==> config.mk <==
export PLATFORM = sky130hd
export DESIGN_NAME = serial_sync_loader
export DESIGN_NICKNAME = d
export VERILOG_FILES = /design/src/rtl/slr_pkg.sv /design/src/rtl/slr_shift_in.sv /design/src/rtl/slr_group_reg.sv /design/src/rtl/slr_commit_ctrl.sv /design/src/rtl/serial_sync_loader.sv
export SDC_FILE = /design/constraint.sdc
export NUM_CORES = 1
export LEC_CHECK = 0
export BUFFER_PORTS_ARGS = -buffer_cell sky130_fd_sc_hd__buf_2
export CAP_MARGIN = 20
export CORE_MARGIN = 1
export CORE_UTILIZATION = 62
export CTS_CLUSTER_DIAMETER = 30
export CTS_CLUSTER_SIZE = 12
export DETAILED_ROUTE_END_ITERATION = 8
export PLACE_DENSITY = 0.84
export SYNTH_ARGS = -nofsm -noshare
export SYNTH_HDL_FRONTEND = slang
export SYNTH_SLANG_ARGS = --single-unit
==> constraint.sdc <==
create_clock -name clk -period 3.5 [get_ports clk]
set_clock_uncertainty 0.1 [all_clocks]
set_input_delay 0.35 -clock clk [delete_from_list [all_inputs] [get_ports clk]]
set_output_delay 0.35 -clock clk [all_outputs]
set_load 0.01 [all_outputs]
==> src/rtl/slr_pkg.sv <==
// Package: shared address codes for the serial register loader.
// Assumes the address always occupies the two least significant word bits.
package slr_pkg;
    localparam int ADDR_W = 2;

    typedef enum logic [ADDR_W-1:0] {
        ADDR_STATUS = 2'd0,
        ADDR_REF    = 2'd1,
        ADDR_DIV    = 2'd2,
        ADDR_NONE   = 2'd3
    } slr_addr_e;
endpackage

==> src/rtl/slr_shift_in.sv <==
// Module: serial front end. Samples the three serial pins on clk, shifts
// data MSB-first on shift-clock rising edges while enable is low, and pulses
// word_valid for one cycle when enable rises.
// Assumes ser_clk is at least four clk periods per phase.
module slr_shift_in #(
    parameter int WORD_W = 23
) (
    input  logic              clk,
    input  logic              rst_n,
    input  logic              ser_data,
    input  logic              ser_clk,
    input  logic              ser_en_n,
    output logic              word_valid,
    output logic [WORD_W-1:0] word
);
    logic data_q;
    logic sclk_q, sclk_qq;
    logic en_q, en_qq;
    logic shift_now;
    logic [WORD_W-1:0] sr_q;

    // Sample the pins and keep one older copy for edge detection.
    always_ff @(posedge clk) begin
        if (!rst_n) begin
            data_q  <= 1'b0;
            sclk_q  <= 1'b0;
            sclk_qq <= 1'b0;
            en_q    <= 1'b1;
            en_qq   <= 1'b1;
        end else begin
            data_q  <= ser_data;
            sclk_q  <= ser_clk;
            sclk_qq <= sclk_q;
            en_q    <= ser_en_n;
            en_qq   <= en_q;
        end
    end

    assign shift_now = sclk_q && !sclk_qq && !en_q;

    // Shift one bit in at each enabled shift-clock rising edge.
    always_ff @(posedge clk) begin
        if (!rst_n)
            sr_q <= '0;
        else if (shift_now)
            sr_q <= {sr_q[WORD_W-2:0], data_q};
    end

    assign word_valid = en_q && !en_qq;
    assign word       = sr_q;

    a_r1_hold_while_disabled: assert property (@(posedge clk) disable iff (!rst_n)
        en_q |=> $stable(sr_q));
    a_r1_msb_first: assert property (@(posedge clk) disable iff (!rst_n)
        shift_now |=> (sr_q[0] == $past(data_q)) && (sr_q[WORD_W-1:1] == $past(sr_q[WORD_W-2:0])));
endmodule

==> src/rtl/slr_group_reg.sv <==
// Module: one shadow/active register pair. A shadow write stores din; a
// direct write also loads the active copy; a commit copies the shadow
// (value before this cycle's write) into the active copy. Direct wins.
module slr_group_reg #(
    parameter int W = 8
) (
    input  logic         clk,
    input  logic         rst_n,
    input  logic         shadow_we,
    input  logic         direct_we,
    input  logic         commit,
    input  logic [W-1:0] din,
    output logic [W-1:0] active
);
    logic [W-1:0] shadow_q;

    // Hold the most recent write for a later commit.
    always_ff @(posedge clk) begin
        if (!rst_n)
            shadow_q <= '0;
        else if (shadow_we)
            shadow_q <= din;
    end

    // Update the value the divider logic sees.
    always_ff @(posedge clk) begin
        if (!rst_n)
            active <= '0;
        else if (direct_we)
            active <= din;
        else if (commit)
            active <= shadow_q;
    end

    a_r10_idle_stable: assert property (@(posedge clk) disable iff (!rst_n)
        (!direct_we && !commit) |=> $stable(active));
    a_r11_commit_latest: assert property (@(posedge clk) disable iff (!rst_n)
        (commit && !direct_we) |=> (active == $past(shadow_q)));
endmodule

==> src/rtl/slr_commit_ctrl.sv <==
// Module: decodes latched words into group write strobes, holds the mode
// bits, and sequences synchronous commits from terminal-count strobes.
// Assumes ref_tc and main_tc are single-cycle pulses synchronous to clk.
module slr_commit_ctrl
    import slr_pkg::*;
(
    input  logic      clk,
    input  logic      rst_n,
    input  logic      word_valid,
    input  slr_addr_e addr,
    input  logic      new_dual,
    input  logic      new_sync,
    input  logic      ref_tc,
    input  logic      main_tc,
    output logic      dual_mode,
    output logic      sync_mode,
    output logic      stat_we,
    output logic      stat_direct,
    output logic      stat_commit,
    output logic      ref_we,
    output logic      ref_direct,
    output logic      ref_commit,
    output logic      div_we,
    output logic      div_direct,
    output logic      div_commit,
    output logic      pending
);
    logic main_pend_q, ref_pend_q, stat_arm_q, stat_wait_q;
    logic arm;

    // Address decode into per-group strobes.
    always_comb begin
        stat_we = word_valid && (addr == ADDR_STATUS);
        ref_we  = word_valid && (addr == ADDR_REF);
        div_we  = word_valid && (addr == ADDR_DIV);
    end

    assign stat_direct = stat_we && !new_sync;
    assign ref_direct  = ref_we && !sync_mode;
    assign div_direct  = div_we && !sync_mode;
    assign arm         = div_we && sync_mode;

    assign div_commit  = main_tc && main_pend_q;
    assign ref_commit  = ref_tc && ref_pend_q;
    assign stat_commit = main_tc && stat_wait_q;

    // Mode bits apply immediately on any status word.
    always_ff @(posedge clk) begin
        if (!rst_n) begin
            dual_mode <= 1'b0;
            sync_mode <= 1'b0;
        end else if (stat_we) begin
            dual_mode <= new_dual;
            sync_mode <= new_sync;
        end
    end

    // Pending flags: set on arm, cleared by the matching commit.
    always_ff @(posedge clk) begin
        if (!rst_n) begin
            main_pend_q <= 1'b0;
            ref_pend_q  <= 1'b0;
            stat_arm_q  <= 1'b0;
            stat_wait_q <= 1'b0;
        end else begin
            main_pend_q <= arm || (main_pend_q && !main_tc);
            ref_pend_q  <= arm || (ref_pend_q && !ref_tc);
            stat_arm_q  <= arm || (stat_arm_q && !div_commit);
            if (div_commit)
                stat_wait_q <= stat_arm_q;
            else if (stat_commit)
                stat_wait_q <= 1'b0;
        end
    end

    assign pending = main_pend_q || ref_pend_q || stat_arm_q || stat_wait_q;

    a_r4_mode_follows: assert property (@(posedge clk) disable iff (!rst_n)
        stat_we |=> (sync_mode == $past(new_sync)) && (dual_mode == $past(new_dual)));
    a_r7_commit_clears: assert property (@(posedge clk) disable iff (!rst_n)
        (div_commit && !arm) |=> !main_pend_q);
    a_r9_status_waits: assert property (@(posedge clk) disable iff (!rst_n)
        $rose(stat_wait_q) |-> $past(div_commit));
    a_r10_arm_pending: assert property (@(posedge clk) disable iff (!rst_n)
        arm |=> pending);
    a_r2_single_target: assert property (@(posedge clk) disable iff (!rst_n)
        $onehot0({stat_we, ref_we, div_we}));
endmodule

==> src/rtl/serial_sync_loader.sv <==
// Module: top of the serial register loader. Joins the serial front end,
// the commit controller and three shadow/active groups (status fields,
// reference ratio, main/swallow ratios).
// Assumes words are WORD_W bits, address in the two LSBs.
module serial_sync_loader
    import slr_pkg::*;
#(
    parameter int REF_W  = 16,
    parameter int MAIN_W = 14,
    parameter int SWAL_W = 7,
    parameter int STAT_W = 12
) (
    input  logic              clk,
    input  logic              rst_n,
    input  logic              ser_data,
    input  logic              ser_clk,
    input  logic              ser_en_n,
    input  logic              ref_tc,
    input  logic              main_tc,
    output logic              dual_mode,
    output logic              sync_mode,
    output logic [STAT_W-1:0] stat_fields,
    output logic [REF_W-1:0]  ref_ratio,
    output logic [MAIN_W-1:0] main_ratio,
    output logic [SWAL_W-1:0] swal_ratio,
    output logic              commit_pending
);
    localparam int DIV_W  = MAIN_W + SWAL_W;
    localparam int STS_W  = STAT_W + 2;
    localparam int MAX_A  = (DIV_W > REF_W) ? DIV_W : REF_W;
    localparam int PAY_W  = (STS_W > MAX_A) ? STS_W : MAX_A;
    localparam int WORD_W = PAY_W + ADDR_W;

    logic              word_valid;
    logic [WORD_W-1:0] word;
    logic [PAY_W-1:0]  payload;
    slr_addr_e         addr;
    logic stat_we, stat_direct, stat_commit;
    logic ref_we, ref_direct, ref_commit;
    logic div_we, div_direct, div_commit;

    assign payload = word[WORD_W-1:ADDR_W];
    assign addr    = slr_addr_e'(word[ADDR_W-1:0]);

    slr_shift_in #(.WORD_W(WORD_W)) u_shift (
        .clk        (clk),
        .rst_n      (rst_n),
        .ser_data   (ser_data),
        .ser_clk    (ser_clk),
        .ser_en_n   (ser_en_n),
        .word_valid (word_valid),
        .word       (word)
    );

    slr_commit_ctrl u_ctrl (
        .clk         (clk),
        .rst_n       (rst_n),
        .word_valid  (word_valid),
        .addr        (addr),
        .new_dual    (payload[0]),
        .new_sync    (payload[1]),
        .ref_tc      (ref_tc),
        .main_tc     (main_tc),
        .dual_mode   (dual_mode),
        .sync_mode   (sync_mode),
        .stat_we     (stat_we),
        .stat_direct (stat_direct),
        .stat_commit (stat_commit),
        .ref_we      (ref_we),
        .ref_direct  (ref_direct),
        .ref_commit  (ref_commit),
        .div_we      (div_we),
        .div_direct  (div_direct),
        .div_commit  (div_commit),
        .pending     (commit_pending)
    );

    slr_group_reg #(.W(STAT_W)) u_stat (
        .clk       (clk),
        .rst_n     (rst_n),
        .shadow_we (stat_we),
        .direct_we (stat_direct),
        .commit    (stat_commit),
        .din       (payload[STAT_W+1:2]),
        .active    (stat_fields)
    );

    slr_group_reg #(.W(REF_W)) u_ref (
        .clk       (clk),
        .rst_n     (rst_n),
        .shadow_we (ref_we),
        .direct_we (ref_direct),
        .commit    (ref_commit),
        .din       (payload[REF_W-1:0]),
        .active    (ref_ratio)
    );

    slr_group_reg #(.W(DIV_W)) u_div (
        .clk       (clk),
        .rst_n     (rst_n),
        .shadow_we (div_we),
        .direct_we (div_direct),
        .commit    (div_commit),
        .din       (payload[DIV_W-1:0]),
        .active    ({main_ratio, swal_ratio})
    );

    a_r5_async_ref: assert property (@(posedge clk) disable iff (!rst_n)
        (ref_we && !sync_mode) |=> (ref_ratio == $past(payload[REF_W-1:0])));
    a_r6_sync_ref_held: assert property (@(posedge clk) disable iff (!rst_n)
        (ref_we && sync_mode && !ref_commit) |=> $stable(ref_ratio));
endmodule

== After elaboration in Yosys (flattened, before gate mapping) ==
Cells that the tools add are included.
Storage, ports and cells
  register bits after elaboration: 132
  bits in latches: 0
  memories kept: 0
  logic and storage cells: 63
  bits of input ports: 7
  RAM bits: 0
  memory bits (read-only): 0
Cells by class
  div/mod/pow operators: 0
  muxes and demuxes: 8
  multipliers: 0
  equality and inequality tests: 2
  bitwise gates (word level): 0
  $lt $le $gt $ge: 0
  reductions and logical operators: 35
  add/subtract/negate cells: 0
  shift operators: 0
Operators with widths (count)
  two-way mux 21 bit: 2
  two-way mux 16 bit: 2
  two-way mux 12 bit: 2
  logical AND 1 bit: 16
  zero test 1 bit: 8
  nonzero test 2 bit: 4
  logical OR 1 bit: 6
  == test 2 x 1 -> 1 bit (second input constant): 1
  == test 2 bit (second input constant): 1
  zero test 2 bit: 1
  two-way mux 1 bit: 2

== Depth between registers and ports, before layout ==
Gate-level depths: netlist of run 1.
  depth after elaboration: 5
  depth in mapped cells: 7
  mapped depth without buffers: 3

== Cells and area by module ==
Synthesis of run 1 repeated with hierarchy kept, for this count alone.
Unflattened totals
  cells, all modules: 492
  area, all modules: 5771.8 µm²
By module, submodules not included
  slr_group_reg at u_div: area each 1921.8 µm², instances 1, seq. area each 840.8 µm², cells an instance 160
  slr_group_reg at u_ref: area each 1448.9 µm², instances 1, seq. area each 640.6 µm², cells an instance 122
  slr_group_reg at u_stat: area each 1082.3 µm², instances 1, seq. area each 480.5 µm², cells an instance 90
  slr_shift_in: area each 1009.7 µm², instances 1, seq. area each 560.5 µm², cells an instance 87
  slr_commit_ctrl: area each 309.0 µm², instances 1, seq. area each 120.1 µm², cells an instance 33

== Least setup slack after synthesis of run 1 ==
No wires, ideal clock.
  path kind: register to register
  start point: register u_shift.sr_q[0], in the netlist u_shift.word[0]
  end point: register u_stat.shadow_q[10]
  cell stages (with the launch flop): 7
  library setup time: 132 ps
  clock period less this slack: 1698 ps
  data arrival time: 1466 ps
  buffers on the path: 3
  setup slack: 1802 ps
  cells stage by stage: dfxtp_1 -> buf_6 -> or4b_2 -> buf_2 -> clkbuf_8 -> nand2_1 -> a21oi_1
Between the ends
  word-level cells in the longest chain between the ends: 2
RTL lines
  from (decl): line slr_shift_in.sv:20  | logic [WORD_W-1:0] sr_q;
  from (signal assigned): line slr_shift_in.sv:46  | sr_q <= {sr_q[WORD_W-2:0], data_q};
  zero test 2 bit: line slr_commit_ctrl.sv:33  | stat_we = word_valid && (addr == ADDR_STATUS);
  logical AND 1 bit: line slr_commit_ctrl.sv:33
  to (signal assigned): line slr_group_reg.sv:22  | shadow_q <= din;
  to (decl): line slr_group_reg.sv:15  | logic [W-1:0] shadow_q;
No other way between the ends.
A chain may end at the register's enable or synchronous reset.

== Worst setup path after layout of run 1 ==
  start point: register u_shift.en_q
  end point: register u_div.active[16]
Between the ends
  word-level cells in the longest chain between the ends: 4
  elaborated cells on any way between the ends: 5
RTL lines
  from (decl): line slr_shift_in.sv:18  | logic en_q, en_qq;
  from (signal assigned): line slr_shift_in.sv:34  | en_q <= ser_en_n;
  logical AND 1 bit *: line slr_shift_in.sv:49  | assign word_valid = en_q && !en_qq;
  logical AND 1 bit *: line slr_commit_ctrl.sv:35  | div_we = word_valid && (addr == ADDR_DIV);
  logical AND 1 bit *: line slr_commit_ctrl.sv:40  | assign div_direct = div_we && !sync_mode;
  two-way mux 21 bit or nonzero test 2 bit (tied branches)
  to (signal assigned): line slr_group_reg.sv:30  | active <= din;
  to (signal assigned): line slr_group_reg.sv:32  | active <= shadow_q;
  to (decl): line slr_group_reg.sv:13  | output logic [W-1:0] active
Every way passes the cells marked *; elsewhere a longest branch is shown, timed or not.

==> summary.txt, run 1 <==
Outcome
  – Outcome: finished, final reports clean

Worst hold path
  – Hold path cells: 3
  – Min-Delay Path Class: in2reg

Clock network
  – PostCTS Resize Cnt: 0
  – Root buf cell: clkbuf_8
  – Clock Latency Late Sink: 530 ps
  – Postcts setup bufs: 0
  – H-tree Lvls: 4
  – Clk slew on worst S/H paths: 60 ps
  – Number of CTS-inserted buffers: 17
  – CTS tree: yes
  – Clock sink count: 132
  – Clock buffer depth: 2

Logic synthesis
  – Compound-Gate Fraction of Synth Area: 18.14%
  – Post-synthesis xor/xnor area fraction: 0%
  – Synth Instances: 623
  – Adder-cell share of the synthesized area: 0%
  – Simple-Gate Fraction of Synth Area: 19.65%
  – Count of unique library cells instantiated by Yosys: 32
  – Seq/Total Area, Yosys: 50.74%
  – Syn_nets: 630
  – Syn Area/Cell: 8.359 um2
  – Multiplexer area fraction after synthesis: 5.382%
  – FF+latch count, synth: 132
  – Mapped cell area: 5207 um2
  – Yosys warnings: 0
  – Main combinational cell family by area after synthesis: simple AND/OR/NAND/NOR gates

Pwr
  – NetSw: 0.7200 mW
  – Reg power frac: between 40 and 50%
  – Sw frac: 21.39%
  – Clock group share of total power: 52.2%
  – Pleak: 2.305 nW
  – Pint: between 2 and 3 mW
  – P per Cell Area: 559.4 nW/um2
  – Peak VDD IR: 0.3501 mV
  – Comb pwr share: under 10%
  – Total power: 3.366 mW

Timing
  – Min setup slack post-route: approximately 1200 ps
  – Worst Hold Slack: ~15 ps
  – Worst-Margin Slew: roughly 1000 ps
  – RSZ-0062 raised after global routing: false
  – Final hold vios: 0
  – Slew Viols, Final: 0
  – Endpoints failing setup: 0
  – Slew Limit Headroom: between 30% and 40%
  – Minimum clock period: 2309 ps
  – Fin Setup TNS: 0 ps
  – Final period util: 65.96%
  – Fmax achieved: 433.1 MHz

Global route
  – Grt total ovfl: 0
  – GRT Util Overall: 30.75%
  – Largest net degree at the start of global routing: 57
  – Initial antenna violation count: 0
  – First-pass GRT wire length: between 20000 and 25000 um
  – Vias in the first global route: 4234

Critical path
  – Crit-path max cell delay: 630 ps
  – CP bufs+invs: 0
  – CP Depth: 3
  – Critical Path RT: between 3000 and 4000 ps
  – Worst path top cell family by delay: simple AND/OR/NAND/NOR gates
  – Crit path capture type: flip-flop
  – Slowest cell on the critical path: or2_1
  – Critical path class: reg2reg
  – Worst EP arrival: ~2600 ps
  – CP cell instances: or3b_1 -> or2_1 -> a311oi_1
  – Worst setup SP type: flip-flop
  – Critical Path Fanout Max: 21
  – R2R cell count: 3

Drt
  – Number of DRC markers in iteration 0: 479
  – Drt wl/cell: 17.08 um
  – Vias: approximately 4.6k
  – Vias per inst: about 6.0
  – Antenna viol nets, final: 0
  – Final wirelength: 13010 um
  – Drt pass-1 iters: 7
  – DR DRC count: 0

Floorplan
  – Die width: 93.65 um
  – Initial core utilization: between 60% and 70%
  – Die ar.: 8769 um2
  – Die Y-Extent: 93.65 um
  – I/O pin count: between 50 and 60
  – Core Box Area: ~8200 um2
  – FP Rows: 33

Layout
  – Commonest non-fill, non-tap cell in the layout: nand2_1
  – N_diodes: 0
  – Most frequent cells in the layout: 195 x nand2_1, 132 x dfxtp_1, 94 x a21oi_1
  – Area Growth Syn to Fin: 15.55%
  – Layout cell share with drive strength beyond 1: 15.68%
  – # fillers: 579
  – Nets@finish: around 650

Placed design
  – Dpl ws: 1300 ps
  – Dpl hpwl: 7568 um
  – Port Buffers: 58
  – Routability Congestion: 0.8132

Run
  – Maxcap violations: 0
==> layout make-up <==
type | count | area [um2] | share of cell area, %
multi-input cells | 424 | 2260 | 37.55
inverters | 1 | 3.754 | 0.06238
well taps | 105 | 131.4 | 2.183
clock buffers | 20 | 435.4 | 7.236
flip-flops and latches | 132 | 2643 | 43.92
repair buffers | 68 | 389.1 | 6.467
clock inverters | 12 | 155.1 | 2.579
==> worst min-delay path, stage by stage <==
cell and delay (ps):
buf_2 90, nand2b_1 100, a21oi_1 60
==> through the flow <==
stage / utilization (%) / std cells / area [um2]
after floorplan: - / 623 / 5207
final: 73.60 / 762 / 6017
after global routing: 73.60 / 762 / 6017
after global placement: 65.87 / 726 / 5385
after detailed placement: 65.87 / 726 / 5385
after CTS: 73.46 / 761 / 6006
==> layer usage <==
layer / GRT usage (%) / vias to the layer above / wire, um
li1: - / 2165 / -
met3: 8.211 / 45 / 1083
met2: 51.41 / 243 / 6393
met5: 0 / - / 0
met1: 36.84 / 2151 / 5169
met4: 14.10 / 0 / 367
==> power groups by stage <==
stage               combinational, mW  sequential, mW  clock (mW)
floorplan                      0.0588            1.55           0
detailed placement             0.0840            1.55           0
global route                   0.0972            1.52        1.84
global placement               0.0827            1.55           0
CTS                            0.0873            1.52        1.76
finish                         0.0888            1.52        1.76
==> logic make-up (layout without fill, tap and decap cells) <==
kind of cell | Yosys count | after routing
AO/OA/AOI/OAI | 156 | 156
flip-flops | 132 | 132
AND/OR/NAND/NOR | 240 | 240
buffers and inverters | 67 | 101
multiplexers | 28 | 28
==> registers in the layout, summed over array words and instances (netlist names), 12 cells and up <==
name             cells
u_shift.word        23
u_div.active        21
u_div.shadow_q      21
u_ref.active        16
u_ref.shadow_q      16
u_stat.active       12
u_stat.shadow_q     12
==> synth_stat cells, drive strengths merged <==
cell type / number / share of area, %
nor3: 8 / 0.77
clkbuf: 37 / 2.9
buf: 29 / 3.1
or4bb: 1 / 0.22
nor2: 13 / 0.94
or2b: 1 / 0.14
nand4bb: 1 / 0.22
nand2: 195 / 14
nor2b: 1 / 0.12
a21oi: 94 / 9.0
or2: 2 / 0.24
a221oi: 12 / 2.0
o31ai: 29 / 4.2
mux2i: 28 / 5.4
a311oi: 8 / 1.3
nor4bb: 1 / 0.19
dfxtp: 132 / 51
a31oi: 13 / 1.6
inv: 1 / 0.072
and4bb: 1 / 0.24
or4: 1 / 0.14
nor4b: 1 / 0.46
or3b: 2 / 0.34
or4b: 1 / 0.19
nand2b: 6 / 0.77
nor3b: 1 / 0.14
and2: 4 / 0.48
==> repair_timing <==
item,in CTS,in global routing
hold buffers,3,0
endpoints found under the setup margin,0,0
hold endpoints to repair,3,0
==> worst paths after layout <==
path                  endpoint  slack, ps           start
max           u_div.active[16]       1190    u_shift.en_q
max reg2reg   u_div.active[16]       1190    u_shift.en_q
min          u_ctrl.ref_pend_q         20          ref_tc
min reg2reg    u_shift.word[0]        350  u_shift.data_q
No activity file was read; power rests on OpenSTA's default activity.
==> run 2, diff against run 1 <==
--- a/config.mk
+++ b/config.mk
@@ -8,11 +8,11 @@
 export BUFFER_PORTS_ARGS = -buffer_cell sky130_fd_sc_hd__buf_2
 export CAP_MARGIN = 20
 export CORE_MARGIN = 1
-export CORE_UTILIZATION = 62
+export CORE_UTILIZATION = 58
 export CTS_CLUSTER_DIAMETER = 30
 export CTS_CLUSTER_SIZE = 12
 export DETAILED_ROUTE_END_ITERATION = 8
-export PLACE_DENSITY = 0.84
+export PLACE_DENSITY = 0.79
 export SYNTH_ARGS = -nofsm -noshare
 export SYNTH_HDL_FRONTEND = slang
 export SYNTH_SLANG_ARGS = --single-unit
==> constraint.sdc (replaced) <==
create_clock -name clk -period 2.2 [get_ports clk]
set_clock_uncertainty 0.1 [all_clocks]
set_input_delay 0.22 -clock clk [delete_from_list [all_inputs] [get_ports clk]]
set_output_delay 0.22 -clock clk [all_outputs]
set_load 0.01 [all_outputs]
==> summary.txt, run 2 (same netlist as run 1, synthesis figures left out) <==
Timing
  – Endpoints failing setup: 0 (unchanged)
  – Final period util: 89.86% (was 65.96%)
  – Slew Limit Headroom: 45.37% (was 31.75%)
  – Worst Hold Slack: 97.60 ps (was 15.42 ps)
  – Fmax achieved: 505.8 MHz (was 433.1 MHz)
  – Slew Viols, Final: 0 (unchanged)
  – RSZ-0062 raised after global routing: false (unchanged)
  – Fin Setup TNS: 0 ps (unchanged)
  – Final hold vios: 0 (unchanged)
  – Minimum clock period: 1977 ps (was 2309 ps)
  – Worst-Margin Slew: 817.5 ps (was 1018 ps)

Clock network
  – CTS tree: yes (unchanged)
  – Clock buffer depth: 2 (unchanged)
  – Hold buffers post-CTS: 5 (was 3)
  – Root buf cell: clkbuf_8 (unchanged)
  – Clock Latency Late Sink: 520 ps (was 530 ps)
  – Clk slew on worst S/H paths: 60 ps (about the same)
  – Postcts setup bufs: 0 (unchanged)
  – Clock sink count: 132 (unchanged)
  – PostCTS Resize Cnt: 0 (unchanged)
  – Number of CTS-inserted buffers: 17 (unchanged)
  – H-tree Lvls: 4 (unchanged)

Drt
  – Final wirelength: 12820 um (was 13010 um)
  – Drt wl/cell: 16.56 um (was 17.08 um)
  – DR DRC count: 0 (unchanged)
  – Number of DRC markers in iteration 0: 350 (was 479)
  – Drt pass-1 iters: 5 (was 7)
  – Vias per inst: 5.851 (was 6.042)
  – Vias: 4529 (was 4604)
  – Antenna viol nets, final: 0 (unchanged)

Global route
  – Vias in the first global route: 4343 (was 4234)
  – First-pass GRT wire length: 21120 um (was 20510 um)
  – Initial antenna violation count: 0 (unchanged)
  – GRT Util Overall: 28.34% (was 30.75%)
  – Grt total ovfl: 0 (unchanged)
  – Largest net degree at the start of global routing: 42 (was 57)

Worst hold path
  – Min-Delay Path Class: in2reg (unchanged)

Critical path
  – CP cell instances: or3b_1 -> or2_1 -> a311oi_1 (unchanged)
  – Crit path capture type: flip-flop (unchanged)
  – Worst setup SP type: flip-flop (unchanged)
  – Critical path class: reg2reg (unchanged)
  – Slowest cell on the critical path: or2_1 (unchanged)
  – Crit-path max cell delay: 560 ps (was 630 ps)
  – Worst EP arrival: 2300 ps (was 2620 ps)
  – Critical Path Fanout Max: 21 (unchanged)
  – Critical Path RT: 2520 ps (was 3820 ps)

Pwr
  – P per Cell Area: 868.9 nW/um2 (was 559.4 nW/um2)
  – Reg power frac: 45.7% (was 45.1%)
  – Pint: 4.170 mW (was 2.646 mW)
  – Peak VDD IR: 0.4499 mV (was 0.3501 mV)
  – Comb pwr share: 2.8% (was 2.6%)
  – Pleak: 2.355 nW (was 2.305 nW)
  – NetSw: 1.118 mW (was 0.7200 mW)
  – Clock group share of total power: 51.5% (was 52.2%)
  – Sw frac: 21.15% (was 21.39%)

Floorplan
  – Initial core utilization: 59.71% (was 63.70%)
  – Die ar.: 9362 um2 (was 8769 um2)
  – I/O pin count: 59 (unchanged)
  – Die width: 96.76 um (was 93.65 um)
  – FP Rows: 34 (was 33)
  – Die Y-Extent: 96.76 um (was 93.65 um)
  – Core Box Area: 8721 um2 (was 8175 um2)

Layout
  – N_diodes: 0 (unchanged)
  – Commonest non-fill, non-tap cell in the layout: nand2_1 (unchanged)
  – Layout cell share with drive strength beyond 1: 16.37% (was 15.68%)
  – Fin util: 69.78% (was 73.60%)
  – Area Growth Syn to Fin: 16.87% (was 15.55%)
  – Nets@finish: 662 (was 651)
  – Max reg flops: 23 (unchanged)
  – Most frequent cells in the layout: 195 x nand2_1, 132 x dfxtp_1, 94 x a21oi_1 (unchanged)
  – Final cell count without fillers: 774 (was 762)

Placed design
  – Port Buffers: 58 (unchanged)
  – Number of instances in the placed design: 739 (was 726)
  – Dpl hpwl: 7696 um (was 7568 um)
  – Routability Congestion: 0.7736 (was 0.8132)

Run
  – Maxcap violations: 0 (unchanged)

Outcome
  – Outcome: finished, final reports clean (unchanged)
-- run 2: path summary, 6_finish.rpt --
check	slack, ps	start	end	cells past startpoint
worst max-delay path	220	u_shift.en_q	u_div.active[18]	3
worst min-delay path	100	rst_n	u_shift.en_q	3
worst max register to register	220	u_shift.en_q	u_div.active[18]	3
worst min register to register	340	u_shift.data_q	u_shift.word[0]	2
-- run 2: per-stage QoR --
step | cell area, um2 | setup WS, ps | power, mW
finish | 6086 | 223.0 | 5.288
global placement | 5477 | 332.2 | 2.607
global route | 6086 | 85.59 | 5.413
floorplan | 5207 | 501.9 | 2.566
detailed placement | 5477 | 209.1 | 2.609
CTS | 6086 | 223.6 | 5.296
-- run 2: power by group through the flow --
stage	Sequential, mW	Combinational, mW	Clock (mW)
2_1_floorplan	2.47	0.0936	0
3_3_place_gp	2.47	0.139	0
3_5_place_dp	2.47	0.140	0
4_1_cts	2.42	0.148	2.73
5_1_grt	2.42	0.162	2.83
6_report	2.42	0.149	2.72
-- run 2: area by class of cell --
type	instances	area (um2)
Fill cell	674	2635
Clock inverter	10	133.9
Tap cell	108	135.1
Clock buffer	20	425.4
Sequential cell	132	2643
Inverter	1	3.754
Timing Repair Buffer	79	485.5
Multi-Input combinational cell	424	2260
-- run 2: layer usage --
metal  vias to the layer above  GRT usage [%]  part of all wire [%]
met5                         -              0                     0
met4                         0          13.20                   2.3
met3                        23          6.575                   6.7
met2                       197          45.99                    49
met1                      2119          35.77                    42
li1                       2190              -                     -
-- run 2: critical path, delay by kind of cell (launching register included) --
family / cells / cell delay (ps)
AND/OR/NAND/NOR: 2 / 980
flip-flops: 1 / 470
AO/OA/AOI/OAI: 1 / 340
